### config.mk
export PLATFORM = sky130hd
export DESIGN_NAME = swallow_divider
export DESIGN_NICKNAME = d
export VERILOG_FILES = /design/src/rtl/psd_pkg.sv /design/src/rtl/psd_prescaler.sv /design/src/rtl/psd_datapath.sv /design/src/rtl/psd_ctrl.sv /design/src/rtl/swallow_divider.sv
export SDC_FILE = /design/constraint.sdc
export NUM_CORES = 1
export LEC_CHECK = 0
export ABC_CLOCK_PERIOD_IN_PS = 4800
export BUFFER_PORTS_ARGS = -buffer_cell sky130_fd_sc_hd__buf_2
export CAP_MARGIN = 15
export CORE_UTILIZATION = 30
export CTS_CLUSTER_SIZE = 10
export DETAILED_ROUTE_END_ITERATION = 8
export HOLD_SLACK_MARGIN = 0.06
export PLACE_DENSITY = 0.52
export SYNTH_ARGS = -nofsm -noshare
export SYNTH_HDL_FRONTEND = slang
export SYNTH_HIERARCHICAL = 1
export SYNTH_SLANG_ARGS = --single-unit
### constraint.sdc
create_clock -name clk -period 4.8 [get_ports clk]
set_input_delay 0.24 -clock clk [delete_from_list [all_inputs] [get_ports clk]]
set_output_delay 0.24 -clock clk [all_outputs]
set_load 0.1 [all_outputs]
### src/rtl/psd_pkg.sv
package psd_pkg;
  // Counter widths of the programmable fields.
  localparam int B_W = 13;
  localparam int A_W = 5;
  // Core-cycle stages after the 4/5 core; P = CORE_BASE * stages.
  localparam int CORE_BASE     = 4;
  localparam int NARROW_STAGES = 2;
  localparam int WIDE_STAGES   = 8;
  localparam int STG_W  = $clog2(WIDE_STAGES);
  localparam int CORE_W = $clog2(CORE_BASE + 1);

  // Strobes and setting handed from control to datapath.
  typedef struct packed {
    logic           reload;
    logic           wide;
    logic [B_W-1:0] b;
    logic [A_W-1:0] a;
  } ctl_t;
endpackage

### src/rtl/psd_prescaler.sv
module psd_prescaler
  import psd_pkg::*;
(
  input  logic clk,
  input  logic rstN,
  input  logic wideMode,
  input  logic modHigh,
  output logic pEnd
);
  localparam logic [STG_W-1:0]  NARROW_LAST = STG_W'(NARROW_STAGES - 1);
  localparam logic [STG_W-1:0]  WIDE_LAST   = STG_W'(WIDE_STAGES - 1);
  localparam logic [CORE_W-1:0] CORE_LAST   = CORE_W'(CORE_BASE - 1);
  localparam logic [CORE_W-1:0] CORE_EXT    = CORE_W'(CORE_BASE);

  logic [CORE_W-1:0] coreCnt;
  logic [STG_W-1:0]  stageCnt;
  logic [STG_W-1:0]  stageLast;
  logic              lastStage, extendNow, coreEnd;

  always_comb begin
    stageLast = wideMode ? WIDE_LAST : NARROW_LAST;
    lastStage = (stageCnt == stageLast);
    // The 4/5 core runs as /5 once per period when the swallow is requested.
    extendNow = modHigh && lastStage;
    coreEnd   = (coreCnt == (extendNow ? CORE_EXT : CORE_LAST));
    pEnd      = coreEnd && lastStage;
  end

  always_ff @(posedge clk) begin
    if (!rstN) begin
      coreCnt  <= '0;
      stageCnt <= '0;
    end else if (coreEnd) begin
      coreCnt  <= '0;
      stageCnt <= lastStage ? '0 : stageCnt + 1'b1;
    end else begin
      coreCnt <= coreCnt + 1'b1;
    end
  end

  assert_core_range_R3: assert property (@(posedge clk) disable iff (!rstN)
    coreCnt <= CORE_EXT);
  assert_period_restart_R3: assert property (@(posedge clk) disable iff (!rstN)
    pEnd |=> (coreCnt == '0 && stageCnt == '0));
endmodule

### src/rtl/psd_datapath.sv
module psd_datapath
  import psd_pkg::*;
#(
  parameter int DEF_B = 16,
  parameter int DEF_A = 5
) (
  input  logic clk,
  input  logic rstN,
  input  ctl_t ctl,
  output logic cycleEnd,
  output logic modCtl,
  output logic divOut
);
  logic [B_W-1:0] bCnt;
  logic [A_W-1:0] aCnt;
  logic           pEnd;

  assign modCtl   = (aCnt != '0);
  assign cycleEnd = pEnd && (bCnt == B_W'(1));

  psd_prescaler u_pre (
    .clk      (clk),
    .rstN     (rstN),
    .wideMode (ctl.wide),
    .modHigh  (modCtl),
    .pEnd     (pEnd)
  );

  always_ff @(posedge clk) begin
    if (!rstN) begin
      bCnt   <= B_W'(DEF_B);
      aCnt   <= A_W'(DEF_A);
      divOut <= 1'b0;
    end else begin
      divOut <= cycleEnd;
      if (ctl.reload) begin
        bCnt <= ctl.b;
        aCnt <= ctl.a;
      end else if (pEnd) begin
        bCnt <= bCnt - 1'b1;
        if (aCnt != '0) aCnt <= aCnt - 1'b1;
      end
    end
  end

  assert_pulse_single_R2: assert property (@(posedge clk) disable iff (!rstN)
    divOut |=> !divOut);
  assert_main_nonzero_R2: assert property (@(posedge clk) disable iff (!rstN)
    bCnt != '0);
  assert_swallow_bounded_R4: assert property (@(posedge clk) disable iff (!rstN)
    {{(B_W-A_W){1'b0}}, aCnt} <= bCnt);
  assert_modctl_steady_R4: assert property (@(posedge clk) disable iff (!rstN)
    !pEnd |=> $stable(modCtl));
endmodule

### src/rtl/psd_ctrl.sv
module psd_ctrl
  import psd_pkg::*;
#(
  parameter int DEF_B = 16,
  parameter int DEF_A = 5,
  parameter int B_MIN = 3
) (
  input  logic           clk,
  input  logic           rstN,
  input  logic           loadStb,
  input  logic [B_W-1:0] bIn,
  input  logic [A_W-1:0] aIn,
  input  logic           wideIn,
  input  logic           cycleEnd,
  output ctl_t           ctl,
  output logic           cfgErr
);
  localparam logic [B_W-1:0] B_FLOOR = B_W'(B_MIN);

  logic [B_W-1:0] pendB, actB;
  logic [A_W-1:0] pendA, actA;
  logic           pendWide, actWide, pendValid;
  logic           badCfg, goodLoad;

  always_comb begin
    badCfg   = (bIn < B_FLOOR) || ({{(B_W-A_W){1'b0}}, aIn} > bIn);
    goodLoad = loadStb && !badCfg;
    ctl.reload = cycleEnd;
    ctl.wide   = actWide;
    ctl.b      = pendValid ? pendB : actB;
    ctl.a      = pendValid ? pendA : actA;
  end

  always_ff @(posedge clk) begin
    if (!rstN) begin
      pendB     <= B_W'(DEF_B);
      pendA     <= A_W'(DEF_A);
      pendWide  <= 1'b0;
      pendValid <= 1'b0;
      actB      <= B_W'(DEF_B);
      actA      <= A_W'(DEF_A);
      actWide   <= 1'b0;
      cfgErr    <= 1'b0;
    end else begin
      if (loadStb) cfgErr <= badCfg;
      if (goodLoad) begin
        pendB     <= bIn;
        pendA     <= aIn;
        pendWide  <= wideIn;
        pendValid <= 1'b1;
      end else if (cycleEnd) begin
        pendValid <= 1'b0;
      end
      if (cycleEnd && pendValid) begin
        actB    <= pendB;
        actA    <= pendA;
        actWide <= pendWide;
      end
    end
  end

  assert_err_on_bad_R6: assert property (@(posedge clk) disable iff (!rstN)
    (loadStb && badCfg) |=> cfgErr);
  assert_err_clear_R6: assert property (@(posedge clk) disable iff (!rstN)
    goodLoad |=> !cfgErr);
  assert_hold_on_bad_R6: assert property (@(posedge clk) disable iff (!rstN)
    (loadStb && badCfg && !cycleEnd) |=>
      ($stable(pendB) && $stable(pendA) && $stable(pendWide) && $stable(pendValid)));
  assert_commit_at_edge_R5: assert property (@(posedge clk) disable iff (!rstN)
    !cycleEnd |=> ($stable(actB) && $stable(actA) && $stable(actWide)));
endmodule

### src/rtl/swallow_divider.sv
module swallow_divider
  import psd_pkg::*;
#(
  parameter int DEF_B = 16,
  parameter int DEF_A = 5,
  parameter int B_MIN = 3
) (
  input  logic           clk,
  input  logic           rstN,
  input  logic           loadStb,
  input  logic [B_W-1:0] bIn,
  input  logic [A_W-1:0] aIn,
  input  logic           wideSel,
  output logic           divOut,
  output logic           modCtl,
  output logic           cfgErr
);
  ctl_t ctl;
  logic cycleEnd;

  psd_ctrl #(.DEF_B(DEF_B), .DEF_A(DEF_A), .B_MIN(B_MIN)) u_ctrl (
    .clk      (clk),
    .rstN     (rstN),
    .loadStb  (loadStb),
    .bIn      (bIn),
    .aIn      (aIn),
    .wideIn   (wideSel),
    .cycleEnd (cycleEnd),
    .ctl      (ctl),
    .cfgErr   (cfgErr)
  );

  psd_datapath #(.DEF_B(DEF_B), .DEF_A(DEF_A)) u_dp (
    .clk      (clk),
    .rstN     (rstN),
    .ctl      (ctl),
    .cycleEnd (cycleEnd),
    .modCtl   (modCtl),
    .divOut   (divOut)
  );
endmodule

After elaboration in Yosys (flattened, before gate mapping)

Index checks and enable logic that the tools add are counted.

Register bits after elaboration: 65
Output and inout bits: 3
Logic and storage cells: 48
Input port bits: 22

Add/subtract/negate cells: 4
Bitwise logic cells: 1
Reduce and logical (&&, ||, !) cells: 13
Equality and inequality tests: 3
Muxes and demuxes: 12
Magnitude comparators: 2

Operators with widths:

| kind                  | count |
|---|---|
| $mux 13               | 3 |
| $mux 5                | 4 |
| $eq 13x1->1 const B   | 1 |
| $gt 5x13->1           | 1 |
| $lt 13x2->1 const B   | 1 |
| $sub 13x1->13 const B | 1 |
| $mux 3                | 3 |
| $add 3x1->3 const B   | 2 |
| $eq 3x3->1            | 2 |
| $reduce_bool 2->1     | 3 |
| $logic_and 1x1->1     | 5 |
| $reduce_bool 5->1     | 1 |
| $sub 5x1->5 const B   | 1 |
| $mux 1                | 2 |
| $reduce_and 2->1      | 1 |
| $reduce_or 2->1       | 1 |
| $logic_not 1->1       | 1 |
| $logic_or 1x1->1      | 1 |
| $not 1->1             | 1 |

Longest topological paths before layout

Depth after elaboration: 9
Depth in mapped cells: 15
Mapped depth without buffers: 11

Modules after synthesis

The synthesis kept the hierarchy.

Modules (own cells, without submodules):

| module        | cells each | area an instance (um^2) | seq. area each (um^2) | times used |
|---|---|---|---|---|
| psd_ctrl      | 216        | 1,914.3                 | 800.8                 | 1 |
| psd_datapath  | 121        | 1,049.8                 | 380.4                 | 1 |
| psd_prescaler | 33         | 316.6                   | 120.1                 | 1 |

Worst setup path after synthesis

Ideal clock, no wire load.

Path kind: flip-flop to flip-flop
From: reg u_dp.aCnt[0]
To: reg u_ctrl.actB[10]
Slack: 0.600 ns
Period minus slack after synthesis: 4.200 ns
Arrival time: 4.125 ns
Library setup time: 0.076 ns
Cell stages (with the launch flop): 16
Data required time: 4.724 ns
Buffers on the path: 4
Cells stage by stage: dfxtp_1 inv_1 ha_1 or4b_1 clkbuf_1 o211a_1 mux2_4 nor2_1 buf_1 nand4b_1 nor4_2 and2_1 clkbuf_1 clkbuf_1 nand2_1 a21boi_0

Word-level cells in the longest chain between the ends: 7

RTL lines:

| item                   | line                  | text |
|---|---|---|
| start, declared        | psd_datapath.sv:15    | `logic [A_W-1:0] aCnt;` |
| start signal, assigned | psd_datapath.sv:32    | `aCnt <= A_W'(DEF_A);` |
| start signal, assigned | psd_datapath.sv:38    | `aCnt <= ctl.a;` |
| start signal, assigned | psd_datapath.sv:41    | `if (aCnt != '0) aCnt <= aCnt - 1'b1;` |
| $reduce_bool 5->1      | psd_datapath.sv:18    | `assign modCtl = (aCnt != '0);` |
| net modCtl             | swallow_divider.sv:15 | `output logic modCtl,` |
| $logic_and 1x1->1      | psd_prescaler.sv:24   | `extendNow = modHigh && lastStage;` |
| $mux 3                 | psd_prescaler.sv:25   | `coreEnd = (coreCnt == (extendNow ? CORE_EXT : CORE_LAST));` |
| $eq 3x3->1             | psd_prescaler.sv:25   |  |
| $logic_and 1x1->1      | psd_prescaler.sv:26   | `pEnd = coreEnd && lastStage;` |
| net u_dp.pEnd          | psd_datapath.sv:16    | `logic pEnd;` |
| $logic_and 1x1->1      | psd_datapath.sv:19    | `assign cycleEnd = pEnd && (bCnt == B_W'(1));` |
| net cycleEnd           | swallow_divider.sv:19 | `logic cycleEnd;` |
| $logic_and 1x1->1      | psd_ctrl.sv:54        | `if (cycleEnd && pendValid) begin` |
| end signal, assigned   | psd_ctrl.sv:40        | `actB <= B_W'(DEF_B);` |
| end signal, assigned   | psd_ctrl.sv:55        | `actB <= pendB;` |
| end, declared          | psd_ctrl.sv:20        | `logic [B_W-1:0] pendB, actB;` |

The timed path passes the listed nets, and every way through them passes these cells.
A chain may end at the register's enable or synchronous reset.

Final worst setup path

From: reg u_dp.aCnt[0]
To: reg u_ctrl.actA[4]

Word-level cells in the longest chain between the ends: 7

RTL lines:

| item                 | line                  | text |
|---|---|---|
| $reduce_bool 5->1    | psd_datapath.sv:18    |  |
| $logic_and 1x1->1    | psd_prescaler.sv:24   |  |
| $mux 3               | psd_prescaler.sv:25   |  |
| $eq 3x3->1           | psd_prescaler.sv:25   |  |
| $logic_and 1x1->1    | psd_prescaler.sv:26   |  |
| net u_dp.pEnd        | psd_datapath.sv:16    |  |
| $logic_and 1x1->1    | psd_datapath.sv:19    |  |
| net cycleEnd         | swallow_divider.sv:19 |  |
| $logic_and 1x1->1    | psd_ctrl.sv:54        |  |
| end signal, assigned | psd_ctrl.sv:41        | `actA <= A_W'(DEF_A);` |
| end signal, assigned | psd_ctrl.sv:56        | `actA <= pendA;` |
| end, declared        | psd_ctrl.sv:21        | `logic [A_W-1:0] pendA, actA;` |

The timed path passes the listed nets, and every way through them passes these cells.

==> metrics.csv <==
stage,metric,value,unit
setup_path,crit_fanout,19,
floorplan,die_h,107,um
synth,yosysTopAreaCell,dfxtp_1,
final_layout,area_growth,12.3,%
routing,ant_nets,0,
synth,yosysWarnings,6,
placed_design,dp_hpwl,4730,um
pwr,ir_drop,0.000140,V
final_layout,layout_commonest_cell,nand2_1,
clock_tree,cts_buffers,9,
synth,syn_area,3280,um^2
setup_path,startpoint_type,register,
synth,synth.top_cell.area_share,39.7,%
synth,ys_seq_area_share,39.7,%
floorplan,dieArea,11400,um^2
sta,setup_viol,0,
sta,final.setup.tns,0,ps
clock_tree,cts-resized-gates,0,
grt,grt_pass1_wl,11600,um
outcome,outcome,finished clean,
synth,syn_inst,370,
synth,ys_seq_elements,65,
synth,synthFlopType,dfxtp_1,
clock_tree,clockBufferDepth,2,
floorplan,ios,25,
setup_path,crit_family,simple AND/OR/NAND/NOR gates,
routing,viasPerCell,4.74,
routing,routed_wl,6880,um
sta,fin_crit,3450,ps
setup_path,rr_endpoint,u_ctrl/actA[4],
placed_design,portBuffers,24,
final_layout,n_antenna_cell,0,
grt,track_usage,13.1,%
flow_run,drv_cap,0,
clock_tree,htreeDepth,3,
clock_tree,cts.sinks,65,
sta,drv_slew,0,
grt,grt_start_max_net_pins,49,
synth,async_flop_share,0,%
synth,syn_nets,402,
sta,finalHoldViolCount,0,
sta,finalClockSkew,11.1,ps
sta,period_share,71.9,%
pwr,p_leak,0.00141,uW
routing,drt-pass1-iter-count,4,
sta,worst_pin_slew,908,ps
clock_tree,cts_root_buf,clkbuf_8,
setup_path,path_buf_inv,2,
setup_path,crit_arrival,3720,ps
floorplan,start_util,31.4,%
final_layout,stdcell_count,525,
synth,synth-edff-count,0,
floorplan,coreArea,10500,um^2
setup_path,critPathCaptureType,register,
worst_hold_path,holdCritPathClass,in2reg,
clock_tree,clk_pin_slew_worst_paths,80,ps
worst_hold_path,whs_endpoint,u_ctrl/pendWide,
placed_design,place_congestion,0.792,
setup_path,ff2ff_setup_slack,1350,ps
setup_path,required,5070,ps
clock_tree,cts_tree,yes,
routing,dr_total_vias,2487,
setup_path,slowest_stage,and2_1,
placed_design,place_inst,509,
synth,synth.distinct_cells,48,
grt,antenna_found_initial,0,
clock_tree,postCtsSetupRepairBufs,0,
floorplan,dieWidth,107,um
setup_path,r2r-start,u_dp/aCnt[0],
worst_hold_path,whs_path_depth,3,
setup_path,worstSetupPathType,reg2reg,
clock_tree,clk_latency,350,ps
clock_tree,postCtsHoldBufs,0,
routing,drtIter0Drc,92,
final_layout,nets,416,
setup_path,r2r_cells,12,
routing,detail_route.wl_per_cell,13.1,um
sta,rsz0062_at_grt,false,
sta,clock.fmax,0.290,GHz
grt,grt_pass1_vias,2358,
grt,overflow,0,
setup_path,path_cells,inv_1 -> ha_1 -> or4b_1 -> o211a_1 -> mux2_4 -> nor2_1 -> buf_4 -> nand4b_1 -> nor4_2 -> and2_1 -> nand2_1 -> a21boi_0,
floorplan,rows,37,
final_layout,layout_common_cells,"nand2_1 (83), dfxtp_1 (65), buf_2 (24)",
final_layout,drive_above_1_share,19.3,%
sta,slew_headroom,39.4,%
worst_hold_path,holdCritStartpoint,wideSel,
setup_path,max_stage_delay,710,ps
routing,drc,0,
synth,synthTopCellsByArea,"dfxtp_1 (40%), nand2_1 (9.5%), mux2_2 (6.2%)",
pwr,cellPowerDensity,307,nW/um^2
synth,avgSynthCellArea,8.87,um^2
==> metrics by stage <==
step	worst slack (ps)	total power (uW)	hold slack (ps)	instance area, um^2	util (%)
global route	996	1190	137	3680	35.2
detailed placement	1340	668	454	3480	33.3
global placement	1440	666	447	3480	33.3
CTS	1310	1150	132	3680	35.2
finish	1350	1130	148	3680	35.2
floorplan	600	638	373	3280	-
==> tightest hold or removal path, stage by stage <==
cell     delay, ps
buf_2           90
nand2_1         50
mux2i_1         60
==> power breakdown <==
group / total, uW / internal (uW) / switching [uW]
registers: 571 / 554 / 16.7
clock network: 478 / 255 / 223
logic: 83.4 / 39.5 / 43.9
total: 1130 / 848 / 284
==> registers in the layout, indices dropped and copies added, names as in the netlist <==
register,count
u_dp/bCnt,13
u_ctrl/actA,5
u_dp/aCnt,5
u_ctrl/pendWide,1
u_ctrl/actWide,1
u_dp/divOut,1
u_ctrl/cfgErr,1
u_ctrl/pendB,13
u_dp/u_pre/coreCnt,3
u_ctrl/pendA,5
u_ctrl/pendValid,1
u_ctrl/actB,13
u_dp/u_pre/stageCnt,3
==> layout make-up <==
cell class              count  area (um^2)
fillers                  1125         6780
multi-input cells         268         1820
flip-flops and latches     65         1300
well taps                 136          170
repair buffers             27          143
clock buffers              10          138
clock inverters             6         67.6
inverters                  13         48.8
==> how the worst max path moves through the flow <==
stage | from | to | slack (ps) | cells after the start
finish | u_dp/aCnt[0] | u_ctrl/actA[4] | 1350 | 12
global route | u_dp/aCnt[0] | u_ctrl/actB[3] | 1000 | 12
CTS | u_dp/aCnt[0] | u_ctrl/actA[4] | 1310 | 12
detailed placement | u_dp/aCnt[0] | u_ctrl/actB[0] | 1340 | 12
global placement | u_dp/aCnt[0] | u_ctrl/actB[8] | 1440 | 12
floorplan | u_dp/aCnt[0] | u_ctrl/actB[10] | 600 | 15
==> Yosys cell counts, types with 3 or more instances <==
library cell  number
nand2_1           83
dfxtp_1           65
mux2i_1           19
clkbuf_1          18
mux2_2            18
a21boi_0          17
o21ai_0           16
a21oi_1           14
inv_1             13
nand3_1           11
ha_1              10
xnor2_1           10
nor2_1             6
nor3_1             6
nor4_2             6
nor2b_1            5
and2_1             4
o311ai_0           4
xor2_1             4
o21ai_1            3
==> cells by family (layout without fill, tap and decap cells) <==
logic type,Yosys count,count (layout),synth area share [%]
muxes,38,38,12.4
DFF,65,65,39.7
buffers and inverters,37,56,4.96
adders and majority gates,10,10,3.81
xor gates and xnor gates,14,14,3.74
AOI/OAI and AO/OA,67,67,13.7
and+or+nand+nor,139,139,21.7
==> layer usage <==
metal	up-vias	GRT usage [%]	routed length, um
met5	-	0	0
met4	0	6.46	118
li1	1305	-	-
met2	27	20.2	3150
met3	11	2.37	131
met1	1144	17.4	3490
(Power assumes the default switching activity.)
